**config.mk**
```make
export PLATFORM = sky130hd
export DESIGN_NAME = wsum_acc
export DESIGN_NICKNAME = d
export VERILOG_FILES = /design/src/rtl/wsum_pkg.sv /design/src/rtl/wsum_term_mul.sv /design/src/rtl/wsum_seq_path.sv /design/src/rtl/wsum_par_path.sv /design/src/rtl/wsum_acc.sv
export SDC_FILE = /design/constraint.sdc
export NUM_CORES = 1
export LEC_CHECK = 0
export BUFFER_PORTS_ARGS = -buffer_cell sky130_fd_sc_hd__buf_2
export CORE_MARGIN = 1
export CORE_UTILIZATION = 45
export DETAILED_ROUTE_END_ITERATION = 6
export GPL_TIMING_DRIVEN = 0
export PLACE_DENSITY_LB_ADDON = 0.15
export REMOVE_ABC_BUFFERS = 1
export SYNTH_ARGS = -nofsm -noshare
export SYNTH_HDL_FRONTEND = slang
export SYNTH_SLANG_ARGS = --single-unit
```
**constraint.sdc**
```tcl
create_clock -name clk -period 9.72 [get_ports clk]
set_input_delay 0.972 -clock clk [delete_from_list [all_inputs] [get_ports clk]]
set_output_delay 0.972 -clock clk [all_outputs]
set_load 0.05 [all_outputs]
```
**src/rtl/wsum_pkg.sv**
```systemverilog
package wsum_pkg;

    localparam int SCORE_W   = 8;
    localparam int WEIGHT_W  = 8;
    localparam int NUM_TERMS = 4;
    localparam int PROD_W    = SCORE_W + WEIGHT_W;
    localparam int ACC_W     = PROD_W + $clog2(NUM_TERMS);
    localparam int IDX_W     = $clog2(NUM_TERMS);
    localparam int STEPS     = 2 * NUM_TERMS;
    localparam int CNT_W     = $clog2(STEPS) + 1;

    typedef logic [SCORE_W-1:0]      score_t;
    typedef score_t [NUM_TERMS-1:0]  score_vec_t;
    typedef logic [WEIGHT_W-1:0]     weight_t;
    typedef logic [PROD_W-1:0]       prod_t;
    typedef logic [ACC_W-1:0]        acc_t;
    typedef logic [IDX_W-1:0]        idx_t;

    typedef enum logic {
        MODE_TEMPORAL = 1'b0,
        MODE_SPATIAL  = 1'b1
    } mode_e;

    typedef enum logic [1:0] {
        SEQ_IDLE = 2'd0,
        SEQ_MUL  = 2'd1,
        SEQ_ADD  = 2'd2
    } seq_state_e;

    typedef struct packed {
        logic   fin;
        score_t value;
    } finish_t;

    // Q0.8 weights; their sum is exactly 256.
    function automatic weight_t weight_of(input int idx);
        case (idx)
            0:       return weight_t'(26);
            1:       return weight_t'(51);
            2:       return weight_t'(77);
            default: return weight_t'(102);
        endcase
    endfunction

    // Drop the fraction bits, keeping a score-width integer.
    function automatic score_t scale_down(input acc_t a);
        return a[WEIGHT_W +: SCORE_W];
    endfunction

endpackage

```
**src/rtl/wsum_term_mul.sv**
```systemverilog
module wsum_term_mul
    import wsum_pkg::*;
(
    input  score_t  score,
    input  weight_t weight,
    output prod_t   product
);

    assign product = prod_t'(score) * prod_t'(weight);

endmodule

```
**src/rtl/wsum_seq_path.sv**
```systemverilog
module wsum_seq_path
    import wsum_pkg::*;
(
    input  logic       clk,
    input  logic       rst,
    input  logic       go,
    input  score_vec_t scores,
    output logic       busy,
    output finish_t    fin
);

    seq_state_e state;
    idx_t       idx;
    score_vec_t held;
    prod_t      tmp;
    acc_t       acc;
    prod_t      prod;
    weight_t    w_sel;
    acc_t       acc_next;
    logic       last;

    assign w_sel    = weight_of(int'(idx));
    assign last     = (idx == idx_t'(NUM_TERMS - 1));
    assign acc_next = acc + acc_t'(tmp);
    assign busy     = (state != SEQ_IDLE);

    wsum_term_mul u_mul (
        .score   (held[idx]),
        .weight  (w_sel),
        .product (prod)
    );

    always_ff @(posedge clk) begin
        if (rst) begin
            state <= SEQ_IDLE;
            idx   <= '0;
            held  <= '0;
            tmp   <= '0;
            acc   <= '0;
        end else begin
            case (state)
                SEQ_IDLE: begin
                    if (go) begin
                        held  <= scores;
                        acc   <= '0;
                        idx   <= '0;
                        state <= SEQ_MUL;
                    end
                end
                SEQ_MUL: begin
                    tmp   <= prod;
                    state <= SEQ_ADD;
                end
                SEQ_ADD: begin
                    acc <= acc_next;
                    if (last) begin
                        state <= SEQ_IDLE;
                    end else begin
                        idx   <= idx + idx_t'(1);
                        state <= SEQ_MUL;
                    end
                end
                default: state <= SEQ_IDLE;
            endcase
        end
    end

    always_comb begin
        fin.fin   = (state == SEQ_ADD) && last;
        fin.value = scale_down(acc_next);
    end

    // an accepted start leaves an empty accumulator behind it
    assert_acc_cleared_R4: assert property (@(posedge clk) disable iff (rst)
        (go && !busy) |=> (acc == '0));

    // captured scores do not move while a run is active
    assert_held_stable_R9: assert property (@(posedge clk) disable iff (rst)
        busy |=> $stable(held) || !busy);

    // the final add returns the sequencer to idle
    assert_fin_to_idle_R3: assert property (@(posedge clk) disable iff (rst)
        fin.fin |=> (state == SEQ_IDLE));

endmodule

```
**src/rtl/wsum_par_path.sv**
```systemverilog
module wsum_par_path
    import wsum_pkg::*;
(
    input  logic       go,
    input  score_vec_t scores,
    output finish_t    fin
);

    localparam int NODES = 2 * NUM_TERMS;

    prod_t prods [NUM_TERMS];
    acc_t  node  [1:NODES-1];

    for (genvar i = 0; i < NUM_TERMS; i++) begin : g_mul
        wsum_term_mul u_mul (
            .score   (scores[i]),
            .weight  (weight_of(i)),
            .product (prods[i])
        );
        assign node[NUM_TERMS + i] = acc_t'(prods[i]);
    end

    // Heap-ordered adder tree: node k sums nodes 2k and 2k+1.
    for (genvar k = 1; k < NUM_TERMS; k++) begin : g_tree
        assign node[k] = node[2*k] + node[2*k+1];
    end

    always_comb begin
        fin.fin   = go;
        fin.value = scale_down(node[1]);
    end

endmodule

```
**src/rtl/wsum_acc.sv**
```systemverilog
module wsum_acc
    import wsum_pkg::*;
(
    input  logic       clk,
    input  logic       rst,
    input  logic       start,
    input  logic       mode_spatial,
    input  logic [7:0] score_mid1,
    input  logic [7:0] score_mid2,
    input  logic [7:0] score_hw,
    input  logic [7:0] score_proj,
    output logic [7:0] result,
    output logic       done
);

    mode_e      mode;
    score_vec_t scores;
    logic       seq_busy;
    logic       seq_go;
    logic       par_go;
    finish_t    seq_fin;
    finish_t    par_fin;
    score_t     result_q;
    logic       done_q;
    logic [CNT_W-1:0] since_go;

    assign mode      = mode_e'(mode_spatial);
    assign scores[0] = score_mid1;
    assign scores[1] = score_mid2;
    assign scores[2] = score_hw;
    assign scores[3] = score_proj;

    assign seq_go = start && (mode == MODE_TEMPORAL);
    assign par_go = start && (mode == MODE_SPATIAL) && !seq_busy;

    wsum_seq_path u_seq (
        .clk    (clk),
        .rst    (rst),
        .go     (seq_go),
        .scores (scores),
        .busy   (seq_busy),
        .fin    (seq_fin)
    );

    wsum_par_path u_par (
        .go     (par_go),
        .scores (scores),
        .fin    (par_fin)
    );

    always_ff @(posedge clk) begin
        if (rst) begin
            result_q <= '0;
            done_q   <= 1'b0;
        end else begin
            done_q <= seq_fin.fin || par_fin.fin;
            if (seq_fin.fin) begin
                result_q <= seq_fin.value;
            end else if (par_fin.fin) begin
                result_q <= par_fin.value;
            end
        end
    end

    assign result = result_q;
    assign done   = done_q;

    // Checker counter: cycles since a temporal start was accepted.
    always_ff @(posedge clk) begin
        if (rst) begin
            since_go <= '0;
        end else if (seq_go && !seq_busy) begin
            since_go <= CNT_W'(1);
        end else if (seq_fin.fin) begin
            since_go <= '0;
        end else if (since_go != '0) begin
            since_go <= since_go + CNT_W'(1);
        end
    end

    // the final add lands on the eighth work cycle
    assert_seq_latency_R3: assert property (@(posedge clk) disable iff (rst)
        seq_fin.fin |-> (since_go == CNT_W'(STEPS)));

    // a spatial start is answered on the next cycle
    assert_par_latency_R2: assert property (@(posedge clk) disable iff (rst)
        par_go |=> done);

    // the two datapaths never complete together
    assert_single_source_R5: assert property (@(posedge clk) disable iff (rst)
        !(seq_fin.fin && par_fin.fin));

    // the visible result only moves alongside done
    assert_result_hold_R6: assert property (@(posedge clk) disable iff (rst)
        !$stable(result) |-> done);

endmodule

```
==> impl_metrics.toml <==
[outcome]
status = "finished clean"

[timing]
rsz0062_at_grt = "no"
hold_viol = 0
setup_viol = 0
relSlewSlack_pct = 28.8
slew_violations = 0
period_share_pct = 83.2
skew_ps = 12.7
worst_slew_pin_slew_ps = 1070
layout_min_cycle_time_ps = 8090
fin_setup_tns_ps = 0
clock.fmax_ghz = 0.124

[yosys]
yosysMostFrequentCell = "inv_1"
synth.cell_area_mm2 = 0.0100
yosys.area.top_type_share_pct = 22.2
yosysWarnings = 0
yosysTopAreaCell = "ha_1"
synth_ff_type = "dfxtp_1"
ys_seq_area_share_pct = 15.2
yosys_register_bits = 76
netlist_instances = 1190
syn_avg_cell_area_um2 = 8.43
synth_enable_flop_cells = 0
async_flop_share_pct = 0
ys_types = 67
synth.area.top_cells = "ha_1 22%, fa_1 19%, dfxtp_1 15%, inv_1 8.0%, nand2_1 4.9%"
synth_common_cells = "215 x inv_1, 178 x ha_1, 130 x nand2_1"

[routing]
antenna_violating_nets_post_route = 0
drcViolationCount = 0
drtPass1Iterations = 5
wl_mm = 22.5
first_iter_violations = 280
routed-via-count = 7734
post_drt_wl_per_cell_um = 15.0
vias_per_cell = 5.14

[worst_setup_path]
rrSetupSlack_ps = 3810
path_max_fanout = 7
cpMaxStageDelayCell = "fa_1"
slowest_delay_ps = 530
r2r-end = "u_seq.tmp[14]"
cp_common_cell = "ha_1"
r2r_start = "u_seq.idx[1]"
cp.required_ps = 9920
worstSetupPathType = "in2reg"
path_depth = 31
r2r_cells = 16
startpoint = "score_mid1[1]"
cp-start-kind = "input pin"
setup.worst_path.end = "result[6]"
cp.arrival_ps = 8280
cp_top_family = "adder cells"
end_kind = "flip-flop"
path_buf_inv = 5

[min_path]
hp-class = "reg2reg"

[layout]
layout.nets = 1525
drive_above_1_share_pct = 7.52
nFillCells = 2166
instances_no_fill = 1504
area_growth_pct = 7.65

[cts]
cts_root_buf = "clkbuf_16"
cts_tree = "done"
cts_buffers = 9
clock_sink_count = 76
post_cts_buffers = 0
post_cts_resized = 0
cts_buffer_depth = 2
cts-hold-fix-buffers = 0
cts_htree_levels = 3
clkLatencyLatePin_ps = 350
path_clk_slew_ps = 60

[global_routing]
grt_pass1_vias = 7632
grt_util_all_layers_pct = 21.0
grt_max_degree = 76
antenna_found_initial = 1
grt.overflow.total = 0
grt_pass1_wl_mm = 37.4

[flow_run]
maxCapViolCount = 0

[floorplanning]
die_x_um = 151
rows = 54
start_util_pct = 46.0
io_pins = 45
die-area_mm2 = 0.0229
core-area_mm2 = 0.0218
die_h_um = 151

[place]
port_buffers = 44
post-dp-hpwl_mm = 18.8
dp_cells = 1487
gp_congestion = 0.846
## cell families after synthesis
kind of cell	count (synthesis)	synth area share, %
buffers and inverters	249	9.83
xor gates and xnor gates	45	3.93
AOI/OAI and AO/OA	227	14.1
DFF	76	15.2
and+or+nand+nor	300	13.7
muxes	22	2.43
adders and majority gates	271	40.8
## metal layers
| metal | GRT usage [%] | share of wire [%] |
|---|---|---|
| met1 | 27.8 | 49 |
| met2 | 36.1 | 47 |
| met3 | 2.92 | 2.9 |
| met4 | 4.80 | 0.99 |
| met5 | 0 | 0.044 |
## state kept, by name, summed over array words and instances, names as in the netlist
name	cells
done	1
result	8
u_seq.acc	16
u_seq.held	32
u_seq.idx	2
u_seq.state	2
u_seq.tmp	15
## cell usage in the layout (no fill, tap or decap), types with 13 or more instances in the layout
| cell type | count |
|---|---|
| a21o_1 | 23 |
| ha_1 | 178 |
| xnor2_1 | 25 |
| fa_1 | 93 |
| nor2_1 | 69 |
| inv_1 | 215 |
| xor2_1 | 20 |
| buf_2 | 43 |
| dfxtp_1 | 76 |
| o21ai_1 | 13 |
| nand2_1 | 130 |
| a211oi_1 | 14 |
| a21oi_1 | 96 |
| o21ai_0 | 26 |
| nand3_1 | 24 |
## through the flow
stage / hold WS, ps / instance area, µm² / util [%] / setup slack, ps
after floorplan: 427 / 9860 / - / 2290
after global placement: 440 / 10400 / 47.8 / 1340
after detailed placement: 443 / 10500 / 48.1 / 1290
after CTS: 453 / 10800 / 49.5 / 1640
after global routing: 468 / 10800 / 49.5 / 1070
final: 452 / 10800 / 49.5 / 1630
## cell type report
type / count / area (µm²) / share of cell area, %
tap: 280 / 350 / 3.25
multi-input combinational: 865 / 7530 / 69.7
inverter: 217 / 815 / 7.55
sequential: 76 / 1520 / 14.1
timing repair buffer: 49 / 288 / 2.67
antenna: 1 / 2.50 / 0.0232
clock inverter: 6 / 52.6 / 0.487
clock buffer: 10 / 239 / 2.21
## worst min-delay path by stage
stage	start	endpoint	slack [ps]	cells after the start
2_1_floorplan	u_seq.held[17]	u_seq.held[17]	430	2
3_3_place_gp	u_seq.held[29]	u_seq.held[29]	440	2
3_5_place_dp	u_seq.held[29]	u_seq.held[29]	440	2
4_1_cts	u_seq.held[29]	u_seq.held[29]	450	2
5_1_grt	u_seq.held[29]	u_seq.held[29]	470	2
6_report	result[0]	result[0]	450	2
## worst reg2reg max path, stage by stage, from the launching register on
cell and delay (ps):
dfxtp_1 900, mux2_2 430, o21ai_0 590, nor2_1 170
fa_1 570, inv_1 50, fa_1 460, fa_1 550
inv_1 60, fa_1 470, ha_1 240, or3_1 410
a21oi_1 240, o31ai_1 150, a21oi_1 200, mux2i_1 200
nor3_1 50
Power is not shown: default switching activity piles up to over one toggle a cycle in this logic, so the estimate is an artifact.
